File: src/rtl/fenc_pkg.sv
package fenc_pkg;

  // Active-low format controls, grouped so they travel as one bundle.
  typedef struct packed {
    logic msb_keep_n;
    logic low_keep_n;
  } fmt_ctl_t;

  // XOR mask applied to the binary count: top bit from msb control,
  // all lower bits from the low control.
  function automatic logic [31:0] inv_mask(input fmt_ctl_t c, input int unsigned w);
    logic [31:0] m;
    m = '0;
    for (int i = 0; i < 32; i++) begin
      if (i < int'(w) - 1)       m[i] = ~c.low_keep_n;
      else if (i == int'(w) - 1) m[i] = ~c.msb_keep_n;
    end
    return m;
  endfunction

endpackage

File: src/rtl/fenc_capture.sv
module fenc_capture #(
  parameter int N = 255
) (
  input  logic         clk,
  input  logic         rst,
  input  logic [N-1:0] d,
  output logic [N-1:0] q
);
  always_ff @(posedge clk) begin
    if (rst) q <= '0;
    else     q <= d;
  end
endmodule

File: src/rtl/fenc_edge_detect.sv
// Marks boundary positions: implied 1 below bit 0, implied 0 above the top.
module fenc_edge_detect #(
  parameter int W = 8,
  localparam int POS = 1 << W,
  localparam int N = POS - 1
) (
  input  logic [N-1:0]   t,
  output logic [POS-1:0] mark
);
  for (genvar k = 0; k < POS; k++) begin : g_pos
    if (k == 0) begin : g_bottom
      assign mark[k] = ~t[0];
    end else if (k == POS - 1) begin : g_top
      assign mark[k] = t[N-1];
    end else begin : g_mid
      assign mark[k] = t[k-1] & ~t[k];
    end
  end
endmodule

File: src/rtl/fenc_prio_tree.sv
// Binary tree that returns the index of the highest set mark.
module fenc_prio_tree #(
  parameter int W = 8,
  localparam int POS = 1 << W
) (
  input  logic [POS-1:0] mark,
  output logic [W-1:0]   idx,
  output logic           found
);
  for (genvar l = 0; l <= W; l++) begin : lvl
    localparam int NODES = POS >> l;
    logic [NODES-1:0] v;
    logic [W-1:0]     ix [NODES];
    if (l == 0) begin : g_leaf
      assign v = mark;
      for (genvar n = 0; n < NODES; n++) begin : g_n
        assign ix[n] = '0;
      end
    end else begin : g_node
      localparam logic [W-1:0] HIBIT = W'(1) << (l - 1);
      for (genvar n = 0; n < NODES; n++) begin : g_n
        assign v[n]  = lvl[l-1].v[2*n] | lvl[l-1].v[2*n+1];
        assign ix[n] = lvl[l-1].v[2*n+1] ? (lvl[l-1].ix[2*n+1] | HIBIT)
                                         : lvl[l-1].ix[2*n];
      end
    end
  end

  assign idx   = lvl[W].ix[0];
  assign found = lvl[W].v[0];
endmodule

File: src/rtl/fenc_format_reg.sv
module fenc_format_reg
  import fenc_pkg::*;
#(
  parameter int W = 8
) (
  input  logic         clk,
  input  logic         rst,
  input  logic [W-1:0] code_i,
  input  fmt_ctl_t     ctl,
  output logic [W-1:0] q
);
  logic [W-1:0] mask;
  assign mask = W'(inv_mask(ctl, W));

  always_ff @(posedge clk) begin
    if (rst) q <= mask;
    else     q <= code_i ^ mask;
  end

  // top output bit follows the count, flipped when the msb control is low
  assert_msb_flip_R3: assert property (@(posedge clk) disable iff (rst)
    1'b1 |=> (q[W-1] == ($past(code_i[W-1]) ^ ~$past(ctl.msb_keep_n))));

  // lower bits follow the count, flipped together when the low control is low
  assert_low_flip_R4: assert property (@(posedge clk) disable iff (rst)
    1'b1 |=> (q[W-2:0] == ($past(code_i[W-2:0]) ^ {(W-1){~$past(ctl.low_keep_n)}})));

  // a reset edge leaves the encoding of zero under the sampled controls
  assert_reset_zero_R9: assert property (@(posedge clk)
    rst |=> (q == {~$past(ctl.msb_keep_n), {(W-1){~$past(ctl.low_keep_n)}}}));
endmodule

File: src/rtl/flash_therm_enc.sv
module flash_therm_enc
  import fenc_pkg::*;
#(
  parameter int CODE_W = 8,
  localparam int POS = 1 << CODE_W,
  localparam int N = POS - 1
) (
  input  logic              clk_conv,
  input  logic              rst,
  input  logic [N-1:0]      thermo_i,
  input  logic              flip_msb_n,
  input  logic              flip_low_n,
  output logic [CODE_W-1:0] code_o
);
  logic [N-1:0]      cap_q;
  logic [POS-1:0]    mark;
  logic [CODE_W-1:0] idx;
  logic              found;
  logic [CODE_W-1:0] enc_code;
  fmt_ctl_t          ctl;

  assign ctl.msb_keep_n = flip_msb_n;
  assign ctl.low_keep_n = flip_low_n;

  fenc_capture #(.N(N)) u_cap (
    .clk(clk_conv), .rst(rst), .d(thermo_i), .q(cap_q)
  );

  fenc_edge_detect #(.W(CODE_W)) u_edge (
    .t(cap_q), .mark(mark)
  );

  fenc_prio_tree #(.W(CODE_W)) u_tree (
    .mark(mark), .idx(idx), .found(found)
  );

  assign enc_code = found ? idx : '0;

  fenc_format_reg #(.W(CODE_W)) u_fmt (
    .clk(clk_conv), .rst(rst), .code_i(enc_code), .ctl(ctl), .q(code_o)
  );

  // a clean captured thermometer yields its popcount one edge later
  assert_clean_count_R1: assert property (@(posedge clk_conv) disable iff (rst)
    (((cap_q & (cap_q + 1'b1)) == '0) && flip_msb_n && flip_low_n)
      |=> (code_o == CODE_W'($countones($past(cap_q)))));

  // all-high vector saturates at full scale
  assert_top_scale_R2: assert property (@(posedge clk_conv) disable iff (rst)
    ((&cap_q) && flip_msb_n && flip_low_n) |=> (code_o == '1));

  // all-low vector gives zero
  assert_bottom_scale_R2: assert property (@(posedge clk_conv) disable iff (rst)
    ((cap_q == '0) && flip_msb_n && flip_low_n) |=> (code_o == '0));
endmodule

File: config.mk
export PLATFORM = sky130hd
export DESIGN_NAME = flash_therm_enc
export DESIGN_NICKNAME = d
export VERILOG_FILES = /design/src/rtl/fenc_pkg.sv /design/src/rtl/fenc_capture.sv /design/src/rtl/fenc_edge_detect.sv /design/src/rtl/fenc_prio_tree.sv /design/src/rtl/fenc_format_reg.sv /design/src/rtl/flash_therm_enc.sv
export SDC_FILE = /design/constraint.sdc
export NUM_CORES = 1
export LEC_CHECK = 0
export BUFFER_PORTS_ARGS = -buffer_cell sky130_fd_sc_hd__buf_2
export CELL_PAD_IN_SITES_DETAIL_PLACEMENT = 1
export CELL_PAD_IN_SITES_GLOBAL_PLACEMENT = 2
export CORE_AREA = 5 5 199 182
export CTS_CLUSTER_SIZE = 40
export DETAILED_ROUTE_END_ITERATION = 16
export DIE_AREA = 0 0 204 187
export GPL_TIMING_DRIVEN = 1
export PLACE_DENSITY = 0.92
export SYNTH_ARGS = -nofsm -noshare
export SYNTH_HDL_FRONTEND = slang
export SYNTH_SLANG_ARGS = --single-unit
File: constraint.sdc
create_clock -name clk_conv -period 7.05 [get_ports clk_conv]
set_input_delay 1.41 -clock clk_conv [delete_from_list [all_inputs] [get_ports clk_conv]]
set_output_delay 1.41 -clock clk_conv [all_outputs]
set_load 0.05 [all_outputs]
Word-level counts from Yosys, hierarchy flattened
Cells that the tools add are included.

cells by class
  bitwise operators = 767
  muxes and demuxes = 257

operator list
  cell         count
  $mux 8       66
  $not 1->1    257
  $or 1x1->1   255
  $and 1x1->1  254
  $mux 1       128
  $mux 7       13
  $mux 2       32
  $mux 6       5
  $mux 3       7
  $mux 5       4
  $mux 4       2
  $xor 8x8->8  1

storage, ports and cells
  register bits after elaboration = 263
  output and inout bits = 8
  input bits = 259

Longest topological paths before layout
Gate-level depths: netlist (run 1).

  word-level depth = 13
  gate-level depth with buffers = 9
  gate-level depth less buffers = 8

By module
Synthesis (run 1) repeated with hierarchy kept, for this count alone.

second synthesis, totals
  cell total of the unflattened synthesis = 1315
  area, all modules = 12329.3 µm²

modules (own cells, without submodules)
  module            instances  sequential area each (µm²)  cells an instance  area each (µm²)
  fenc_capture      1          5104.9                      538                6840.3
  fenc_prio_tree    1          0.0                         488                2920.3
  fenc_edge_detect  1          0.0                         256                2233.4
  fenc_format_reg   1          160.2                       25                 285.3
  flash_therm_enc   1          0.0                         8                  50.0

Worst setup path before layout (run 1)
Ideal clock, no wire load.

  path kind = register -> register
  from = register u_cap.q[236]
  to = register u_fmt.q[0]
  data arrival time = 2.387 ns
  clock period less this slack = 2.521 ns
  library setup time = 0.134 ns
  stages on the path, launching flop included = 10
  slack = 4.529 ns
  data required time = 6.916 ns
  cell sequence = dfxtp_1 nor2b_1 a2111oi_2 nand4_1 or4_4 buf_6 o221a_2 a221oi_1 o211ai_2 xor2_1

on the way
  longest elaborated chain between the ends = 13

RTL lines
  item                                                line                                        text
  start, declared                                     fenc_capture.sv:7                           output logic [N-1:0] q
  start signal, assigned                              fenc_capture.sv:10                          if (rst) q <= '0;
  start signal, assigned                              fenc_capture.sv:11                          else q <= d;
  $not 1->1                                           fenc_edge_detect.sv:16                      assign mark[k] = t[k-1] & ~t[k];
  $and 1x1->1                                         fenc_edge_detect.sv:16
  $or 1x1->1 (2 in series)                            fenc_prio_tree.sv:22                        assign v[n] = lvl[l-1].v[2*n] | lvl[l-1].v[2*n+1];
  $mux 5 or $or 1x1->1 (tied branches) (3 in series)  fenc_prio_tree.sv:23, fenc_prio_tree.sv:22
  $mux 6 or $or 1x1->1 (tied branches)                fenc_prio_tree.sv:23, fenc_prio_tree.sv:22
  $mux 7 or $or 1x1->1 (tied branches)                fenc_prio_tree.sv:23, fenc_prio_tree.sv:22
  $mux 8 or $or 1x1->1 (tied branches)                fenc_prio_tree.sv:23, fenc_prio_tree.sv:22
  $mux 8 *                                            flash_therm_enc.sv:37                       assign enc_code = found ? idx : '0;
  $xor 8x8->8 *                                       fenc_format_reg.sv:17                       else q <= code_i ^ mask;
  $mux 8 *                                            fenc_format_reg.sv:16                       if (rst) q <= mask;
  end signal, assigned                                fenc_format_reg.sv:16
  end signal, assigned                                fenc_format_reg.sv:17
  end, declared                                       fenc_format_reg.sv:10                       output logic [W-1:0] q

Every way passes the cells marked *; elsewhere a longest branch is shown, timed or not.
A chain may end at the register's enable or synchronous reset.

Final worst setup path (run 1)
  from = register u_cap.q[112]
  to = register u_fmt.q[2]

on the way
  longest elaborated chain between the ends = 13

RTL lines
  item                                                line
  $not 1->1                                           fenc_edge_detect.sv:16
  $and 1x1->1                                         fenc_edge_detect.sv:16
  $or 1x1->1 * (4 in series)                          fenc_prio_tree.sv:22
  $mux 8 or $or 1x1->1 (tied branches) (4 in series)  fenc_prio_tree.sv:23, fenc_prio_tree.sv:22
  $mux 8 *                                            flash_therm_enc.sv:37
  $xor 8x8->8 *                                       fenc_format_reg.sv:17
  $mux 8 *                                            fenc_format_reg.sv:16

Marks and branches as above.

==> results.cfg, run 1 <==
[clocking]
clockBufferDepth = 3
clockRootBuffer = clkbuf_16
cts_resized = 0
clock_latency_ps = 560
cts_tree = yes
cts.sinks = 263
hold_buffers = 0
cts_setup_buffers = 0
numCtsBuffers = 28
htreeDepth = 1
path_clk_slew_ps = 60

[synthesis]
synth-edff-count = 0
synthesis.nets = 1566
yosysWarningCount = 0
seq_area_frac_synth_pct = 45.01
synthTopCellsByCount = 357 x nor2b_1, 263 x dfxtp_1, 80 x nand2b_1
synth_most_common_cell = nor2b_1
avgSynthCellArea_sq_um = 8.951
ys_ff_latch = 263
synth_top_area_cell = dfxtp_1
netlist_instances = 1307
yosys.cell_types.count = 78
synthTopCellsByArea = dfxtp_1 45%, nor2b_1 19%, nand2b_1 4.3%, o21ai_0 2.8%, nand2_1 2.3%
synth_top_area_share_pct = 45.01
synthesis.area_sq_um = 11700
synthArstFlopShare_pct = 0
synth-main-ff-cell = dfxtp_1

[worst_setup_path]
path_class = register to register
cp-end-kind = register
cp.required_ps = 7480
critPathLaunchType = register
worstRegToRegCells = 8
worstPathMaxFanout = 7
arrival_ps = 3780

[timing]
clock_skew_ps = 6.962
timing.fmax_mhz = 298.6
slew_headroom_pct = 35.35
fin_crit_ps = 3349
grt_setup_unrepaired = no
worstMarginPinSlew_ps = 969.7
tns_ps = 0
slew_violations = 0
period_share_pct = 47.51
worst_hold_slack_ps = 856.1
timing.final.hold_violations = 0
final-setup-viol-count = 0

[routing]
ant_nets = 0
drc = 0
drt_iter0_drc = 306
routedWlPerCell_microns = 16.87
drtPass1Iterations = 4
viasPerCell = 4.850
routed_wl_microns = 34770
num_vias = 9996

[final_layout]
area_delta_synth_final_pct = 23.69
fill_cells = 4023
drive_gt1_share_pct = 22.67
utilization_pct = 42.92
layout.nets = 1834

[run]
max-cap-violations = 0

[placement]
gp_congestion = 0.7758
port_buffers = 266
post-dp-hpwl_microns = 27480

[min_path]
whs_path_depth = 5
hold_class = register to register

[power_and_ir_drop]
seqPwrFrac_pct = 45.6
power.switching_uw = 926.3
ir_drop_mv = 0.1719
power_density_nw_per_um2 = 247.7
sw_frac_of_total_pct = 25.84
power_uw = 3584
power.internal_uw = 2658
power_frac_clock_pct = 41.5
leakagePower_uw = 0.005922
power_frac_comb_pct = 12.9

[global_route]
grt_use_total_pct = 17.68
grt_pass1_wl_microns = 55960
grt_max_degree = 93
antenna_found_initial = 3
grt_pass1_vias = 10882
overflow = 0

[die]
pin_count = 267
design.core.area_sq_um = 33710
fp.dieW_microns = 204
std_cell_rows = 64
start_util_pct = 34.70
die_h_microns = 187
dieArea_sq_um = 38150

[run_status]
status = finished clean
-- metal layers --
metal	track usage, %	part of all wire [%]	up-vias
met5	0	0	-
met4	3.942	2.2	0
met3	2.878	4.1	54
met2	31.21	49	172
met1	22.74	45	4746
li1	-	-	5024
-- stage by stage --
| step | std cells | worst slack, ps | instance area (sq um) |
|---|---|---|---|
| 2_1_floorplan | 1307 | 4529 | 11700 |
| 3_3_place_gp | 2007 | 3555 | 13520 |
| 3_5_place_dp | 2007 | 3563 | 13520 |
| 4_1_cts | 2059 | 3553 | 14470 |
| 5_1_grt | 2060 | 3255 | 14470 |
| 6_report | 2061 | 3701 | 14470 |
-- cell type report --
type / instances / area [sq um] / share of cell area [%]
clock buffer: 37 / 794.5 / 5.491
clock inverter: 15 / 155.1 / 1.072
inverter: 68 / 255.2 / 1.764
tap: 462 / 578.1 / 3.995
antenna: 2 / 5.005 / 0.03459
timing repair buffer: 269 / 1363 / 9.416
sequential: 263 / 5265 / 36.39
multi-input combinational: 945 / 6055 / 41.84
-- logic make-up after synthesis --
family          share of synthesized area (%)
compound gates                          17.87
xor+xnor                               0.5990
buf+inv                                 3.241
flops                                   45.01
mux                                    0.2567
simple gates                            33.03
-- final timing paths --
check	from	endpoint	slack [ps]
worst max-delay path	u_cap.q[112]	u_fmt.q[2]	3700
worst min register to register	u_cap.q[190]	u_fmt.q[0]	860
worst max register to register	u_cap.q[112]	u_fmt.q[2]	3700
worst min-delay path	u_cap.q[190]	u_fmt.q[0]	860
-- state kept, by name, indices dropped and copies added (netlist names) --
| signal | flops |
|---|---|
| u_cap.q | 255 |
| u_fmt.q | 8 |
-- critical path, cell delays in order, from the launching register on --
cell,delay [ps]
dfxtp_1,310
nor2b_1,140
a2111oi_0,620
nand4_1,480
nor4_2,810
o211ai_1,270
o221ai_2,270
o2111ai_2,150
xor2_1,180
-- power by group through the flow --
| stage | Clock, uW | Combinational (uW) | Sequential, uW |
|---|---|---|---|
| after detailed placement | 0 | 464 | 1670 |
| final | 1490 | 462 | 1630 |
| after floorplan | 0 | 287 | 1660 |
| after global routing | 1590 | 516 | 1650 |
| after CTS | 1540 | 469 | 1630 |
| after global placement | 0 | 452 | 1660 |
-- cell usage in the layout (no fill, tap or decap), types with 11 or more instances in the layout --
cell       instances
dfxtp_1          263
a211oi_1          24
or2_2             14
o21ai_0           66
nand2b_1          80
nor2b_1          357
nand2_1           72
inv_1             68
a21oi_1           44
nor2_1            56
a2111oi_0         11
buf_2            265
nand4_1           16
clkbuf_16         28
(Power assumes the default switching activity.)
==> run 2, diff against run 1 <==
--- a/config.mk
+++ b/config.mk
@@ -8,12 +8,12 @@
 export BUFFER_PORTS_ARGS = -buffer_cell sky130_fd_sc_hd__buf_2
 export CELL_PAD_IN_SITES_DETAIL_PLACEMENT = 1
 export CELL_PAD_IN_SITES_GLOBAL_PLACEMENT = 2
-export CORE_AREA = 5 5 199 182
+export CORE_AREA = 5 5 208 190
 export CTS_CLUSTER_SIZE = 40
 export DETAILED_ROUTE_END_ITERATION = 16
-export DIE_AREA = 0 0 204 187
+export DIE_AREA = 0 0 213 195
 export GPL_TIMING_DRIVEN = 1
-export PLACE_DENSITY = 0.92
+export PLACE_DENSITY = 0.86
 export SYNTH_ARGS = -nofsm -noshare
 export SYNTH_HDL_FRONTEND = slang
 export SYNTH_SLANG_ARGS = --single-unit
==> constraint.sdc (replaced) <==
create_clock -name clk_conv -period 3.3 [get_ports clk_conv]
set_input_delay 0.66 -clock clk_conv [delete_from_list [all_inputs] [get_ports clk_conv]]
set_output_delay 0.66 -clock clk_conv [all_outputs]
set_load 0.05 [all_outputs]
==> run 2 against run 1 <==
Clock power rose by 130%. Final area rose by 1.5%. Utilization fell by 3.2 points. Flip-flop and latch count did not move. Via count fell by 0.26%.
==> results.cfg, run 2 (same netlist as run 1, synthesis figures left out) <==
[global_route]
antenna_found_initial = 0
grt_pass1_vias = 10761
grt_pass1_wl_microns = 55710
grt_max_degree = 99
grt_use_total_pct = 16.32
overflow = 0

[clocking]
cts_tree = yes
path_clk_slew_ps = 60
clockBufferDepth = 3
htreeDepth = 1
numCtsBuffers = 29
cts.sinks = 263
clockRootBuffer = clkbuf_16
clock_latency_ps = 560
cts_setup_buffers = 0

[routing]
num_vias = 9970
drc = 0
routedWlPerCell_microns = 16.58
drt_iter0_drc = 326
routed_wl_microns = 34670
drtPass1Iterations = 4
viasPerCell = 4.768
ant_nets = 0

[timing]
worstMarginPinSlew_ps = 709.6
period_share_pct = 88.95
grt_setup_unrepaired = no
worst_hold_slack_ps = 305.6
slew_violations = 0
clock_skew_ps = 11.59
fin_crit_ps = 2935
final-setup-viol-count = 0
timing.fmax_mhz = 340.7
timing.final.hold_violations = 0
layout_setup_ws_ps = 364.5
slew_headroom_pct = 51.47
tns_ps = 0

[placement]
pre_cts_ws_ps = 169.8
gp_congestion = 0.7774
port_buffers = 266
post-dp-hpwl_microns = 27720

[die]
design.core.area_sq_um = 36970
pin_count = 267
std_cell_rows = 67
die_h_microns = 195
fp.dieW_microns = 213
start_util_pct = 31.64
dieArea_sq_um = 41540

[final_layout]
largest_reg_flops = 255
drive_gt1_share_pct = 23.20
final_common_cell = nor2b_1
largest_registers = u_cap.q x255, u_fmt.q x8
antenna_cells = 0
largest-register = u_cap.q
utilization_pct = 39.72
area_delta_synth_final_pct = 25.51
final_cell_mix = 357 x nor2b_1, 265 x buf_2, 263 x dfxtp_1
fill_cells = 4384
layout.nets = 1844

[run]
max-cap-violations = 0

[worst_setup_path]
arrival_ps = 3420
cp-end-kind = register
critPathLaunchType = register
path_class = register to register
crit_chain = nor2b_1 > a2111oi_1 > nand4_1 > or4_4 > nor3_4 > o211ai_1 > nand4_1 > xor2_1
regToRegSetupSlack_ps = 360
critPathSlowestCell = a2111oi_1
cp_common_cell = nand4_1
cp_slowest_stage_delay_ps = 600
worstPathMaxFanout = 10
cp.required_ps = 3790

[power_and_ir_drop]
power_density_nw_per_um2 = 542.3
power_uw = 7963
ir_drop_mv = 0.3540
leakagePower_uw = 0.006019

[min_path]
hold_class = input port to register

[run_status]
status = finished clean
-- run 2: changes by cell type in the layout (fill, tap and decap cells not counted), sizes merged --
| cell | change |
|---|---|
| buf | +9 |
| bufinv | +3 |
| clkbuf | +2 |
| diode | -2 |
| clkinv | -2 |
| inv | -1 |
-- run 2: critical path, delay by kind of cell, from the launching register on --
| family | cells | cell delay, ps |
|---|---|---|
| DFF | 1 | 320 |
| AOI/OAI and AO/OA | 2 | 820 |
| and+or+nand+nor | 5 | 1580 |
| xor gates and xnor gates | 1 | 150 |
-- run 2: layout make-up --
type / instances / area (sq um) / area share [%]
clock inverter: 15 / 219.0 / 1.491
tap: 483 / 604.3 / 4.116
clock buffer: 39 / 823.3 / 5.607
multi-input combinational: 945 / 6061 / 41.28
timing repair buffer: 278 / 1455 / 9.911
sequential: 263 / 5265 / 35.86
inverter: 68 / 255.2 / 1.738
-- run 2: where the power goes --
group	internal, uW	switching [uW]
registers	3360	135
clock network	2140	1320
logic	475	535
-- run 2: metrics by stage --
| stage | cell area, sq um | std cells |
|---|---|---|
| floorplan | 11700 | 1307 |
| detailed placement | 13630 | 2037 |
| global route | 14680 | 2091 |
| finish | 14680 | 2091 |
| CTS | 14680 | 2091 |
| global placement | 13630 | 2037 |
-- run 2: worst paths after layout --
check,from,to,cells past startpoint
setup / recovery,u_cap.q[198],u_fmt.q[1],8
hold / removal,thermo_i[169],u_cap.q[169],2
setup reg to reg,u_cap.q[198],u_fmt.q[1],8
hold reg to reg,u_cap.q[190],u_fmt.q[0],5
-- run 2: layer usage --
metal / global-route usage, % / up-vias / wire (microns) / part of all wire (%)
met3: 2.824 / 45 / 1508 / 4.3
met4: 4.124 / 0 / 857 / 2.5
li1: - / 5037 / - / -
met1: 21.59 / 4705 / 15800 / 46
met2: 27.65 / 183 / 16500 / 48
met5: 0 / - / 0 / 0
-- run 2: repair_timing --
item                       in CTS  in global routing
resized for setup               0                  1
hold buffers                    0                  0
setup endpoints to repair       0                  1
==> run 3, diff against run 2 <==
--- a/config.mk
+++ b/config.mk
@@ -5,15 +5,16 @@
 export SDC_FILE = /design/constraint.sdc
 export NUM_CORES = 1
 export LEC_CHECK = 0
+export ABC_AREA = 1
 export BUFFER_PORTS_ARGS = -buffer_cell sky130_fd_sc_hd__buf_2
 export CELL_PAD_IN_SITES_DETAIL_PLACEMENT = 1
 export CELL_PAD_IN_SITES_GLOBAL_PLACEMENT = 2
-export CORE_AREA = 5 5 208 190
+export CORE_AREA = 5 5 224 204
 export CTS_CLUSTER_SIZE = 40
 export DETAILED_ROUTE_END_ITERATION = 16
-export DIE_AREA = 0 0 213 195
+export DIE_AREA = 0 0 229 209
 export GPL_TIMING_DRIVEN = 1
-export PLACE_DENSITY = 0.86
+export PLACE_DENSITY = 0.87
 export SYNTH_ARGS = -nofsm -noshare
 export SYNTH_HDL_FRONTEND = slang
 export SYNTH_SLANG_ARGS = --single-unit
==> run 3 against run 2 <==
Combinational power rose by 6%. Maximum frequency rose by 39%. Critical path depth rose by 4. Total power rose by 2.2%. Sequential share of layout area fell by 1.6 points. First-iteration DRC count fell by 9.5%. Count of clock-buffer cells in the layout fell by 6. Setup slack improved by 820 ps. Global-route usage fell by 2.3 points. Flip-flop and latch count did not move. Final area rose by 4.6%. Final cell count rose by 33%. Critical endpoint is now u_fmt.q[4]. Highest routed layer is now met5.
==> results.cfg, run 3 <==
[run_status]
status = finished clean

[final_layout]
layout.nets = 2453
largest_registers = u_cap.q x255, u_fmt.q x8
antenna_cells = 0
final_common_cell = inv_1
fill_cells = 5640
seq_area_sq_um = 5265
final_cell_mix = 495 x inv_1, 442 x nand2_1, 331 x nor2_1
largest-register = u_cap.q
instances_no_fill = 2781
largest_reg_flops = 255
multiInputGateArea_sq_um = 5025
drive_gt1_share_pct = 18.70
area_delta_synth_final_pct = 24.91

[synthesis]
synth-main-ff-cell = dfxtp_1
synthesis.area_sq_um = 12300
synthesis.nets = 2182
netlist_instances = 1923
avgSynthCellArea_sq_um = 6.395
yosysWarningCount = 0
seq_area_frac_synth_pct = 42.82
synth_most_common_cell = inv_1
yosys.cell_types.count = 34
ys_ff_latch = 263
synthArstFlopShare_pct = 0
synth_top_area_cell = dfxtp_1
synth_top_area_share_pct = 42.82
synthTopCellsByArea = dfxtp_1 43%, inv_1 15%, nand2_1 13%, nor2_1 10%, o21ai_0 3.5%
synthTopCellsByCount = 495 x inv_1, 442 x nand2_1, 331 x nor2_1
synth-edff-count = 0

[global_route]
grt_pass1_vias = 12090
grt_max_degree = 186
grt_use_total_pct = 14.05
antenna_found_initial = 1
grt_pass1_wl_microns = 57210
overflow = 0

[timing]
period_share_pct = 64.01
worst_hold_slack_ps = 278.0
grt_setup_unrepaired = no
slew_headroom_pct = 43.95
clock_skew_ps = 14.34
layout_setup_ws_ps = 1188
timing.final.hold_violations = 0
fin_crit_ps = 2112
timing.fmax_mhz = 473.4
final-setup-viol-count = 0
tns_ps = 0
slew_violations = 0
worstMarginPinSlew_ps = 840.8

[worst_setup_path]
crit_chain = o21ai_0 > nand3_1 > nor2_1 > nand3_1 > nor2_1 > nand2_1 > nand2_1 > nand2_1 > nand2_1 > nand4_1 > nand2_1 > inv_1
critPathLaunchType = register
path_class = register to register
reg2reg_from = u_cap.q[71]
critPathSlowestCell = dfxtp_1
cp.required_ps = 3760
cp_slowest_stage_delay_ps = 320
cp-end-kind = register
arrival_ps = 2570
worstRegToRegCells = 12
worstPathMaxFanout = 4
cp_common_cell = nand2_1
critPathLaunch = u_cap.q[71]

[die]
fp.dieW_microns = 229
std_cell_rows = 73
start_util_pct = 28.34
design.core.area_sq_um = 43390
pin_count = 267
dieArea_sq_um = 47860
die_h_microns = 209

[placement]
post-dp-hpwl_microns = 28240
pre_cts_ws_ps = 1173
port_buffers = 266
dp_cells = 2723
gp_congestion = 0.7814

[clocking]
cts_setup_buffers = 0
htreeDepth = 1
cts_tree = yes
hold_buffers = 0
clock_latency_ps = 570
path_clk_slew_ps = 60
clockRootBuffer = clkbuf_16
cts.sinks = 263
numCtsBuffers = 31
cts_resized = 0
clockBufferDepth = 3

[power_and_ir_drop]
power.switching_uw = 2195
leakagePower_uw = 0.008454
seqPwrFrac_pct = 42.5
power_frac_comb_pct = 13.2
ir_drop_mv = 0.4133
power.internal_uw = 5942
power_density_nw_per_um2 = 529.7
power_frac_clock_pct = 44.4
sw_frac_of_total_pct = 26.97

[routing]
ant_nets = 0
routed_wl_microns = 34390
num_vias = 11514
drt_iter0_drc = 295
drtPass1Iterations = 5
viasPerCell = 4.140
routedWlPerCell_microns = 12.36
drc = 0

[run]
max-cap-violations = 0

[min_path]
hold_start = flip_msb_n
hold_class = input port to register
whs_path_depth = 2
-- run 3: cell types whose count changed in the layout (fill, tap and decap cells not counted), sizes merged, moves of 24 or more --
cell,before,now
nor2,56,371
nor2b,358,0
nand3,3,77
inv,69,506
a211oi,24,0
nand2,72,469
o21ai,66,124
nand2b,80,0
-- run 3: final timing paths --
kind | to | slack (ps)
max | u_fmt.q[4] | 1190
min reg2reg | u_fmt.q[1] | 1000
max reg2reg | u_fmt.q[4] | 1190
min | u_fmt.q[7] | 280
-- run 3: power by group through the flow --
stage	sequential [uW]	combinational [uW]	clock, uW
6_report	3460	1070	3610
3_5_place_dp	3530	1090	0
4_1_cts	3460	1100	3740
2_1_floorplan	3530	685	0
5_1_grt	3480	1240	3880
3_3_place_gp	3520	1070	0
-- run 3: cell families (layout without fill, tap and decap cells) --
family	count (synthesis)	count (layout)	share of synthesized area [%]
buffers and inverters	532	828	16.32
AO/OA/AOI/OAI	187	187	8.110
flip-flops	263	263	42.82
AND/OR/NAND/NOR	939	939	32.61
XOR/XNOR	2	2	0.1425
-- run 3: through the flow --
step / power, uW / utilization, % / instance area, sq um
after floorplan: 4217 / - / 12300
after global routing: 8597 / 35.40 / 15360
final: 8137 / 35.40 / 15360
after global placement: 4592 / 32.85 / 14250
after CTS: 8294 / 35.40 / 15360
after detailed placement: 4616 / 32.85 / 14250
-- run 3: worst max-delay path: cells and delay by family, from the launching register on --
kind	cells	cell delay (ps)
AOI/OAI and AO/OA	1	290
buffers and inverters	1	40
DFF	1	320
and+or+nand+nor	10	1370
-- run 3: final cells by class --
type                       count  share of cell area, %
clock buffer                  33                  5.230
timing repair buffer         268                  8.904
clock inverter                25                  1.996
multi-input combinational   1128                  32.71
inverter                     502                  12.30
tap                          562                  4.578
sequential                   263                  34.28
-- run 3: layer usage --
layer	GRT usage, %	vias up	wire length (microns)
met5	0	-	7
met4	2.633	2	598
met3	3.057	39	1659
met2	24.04	189	15820
met1	18.47	5148	16300
li1	-	6136	-
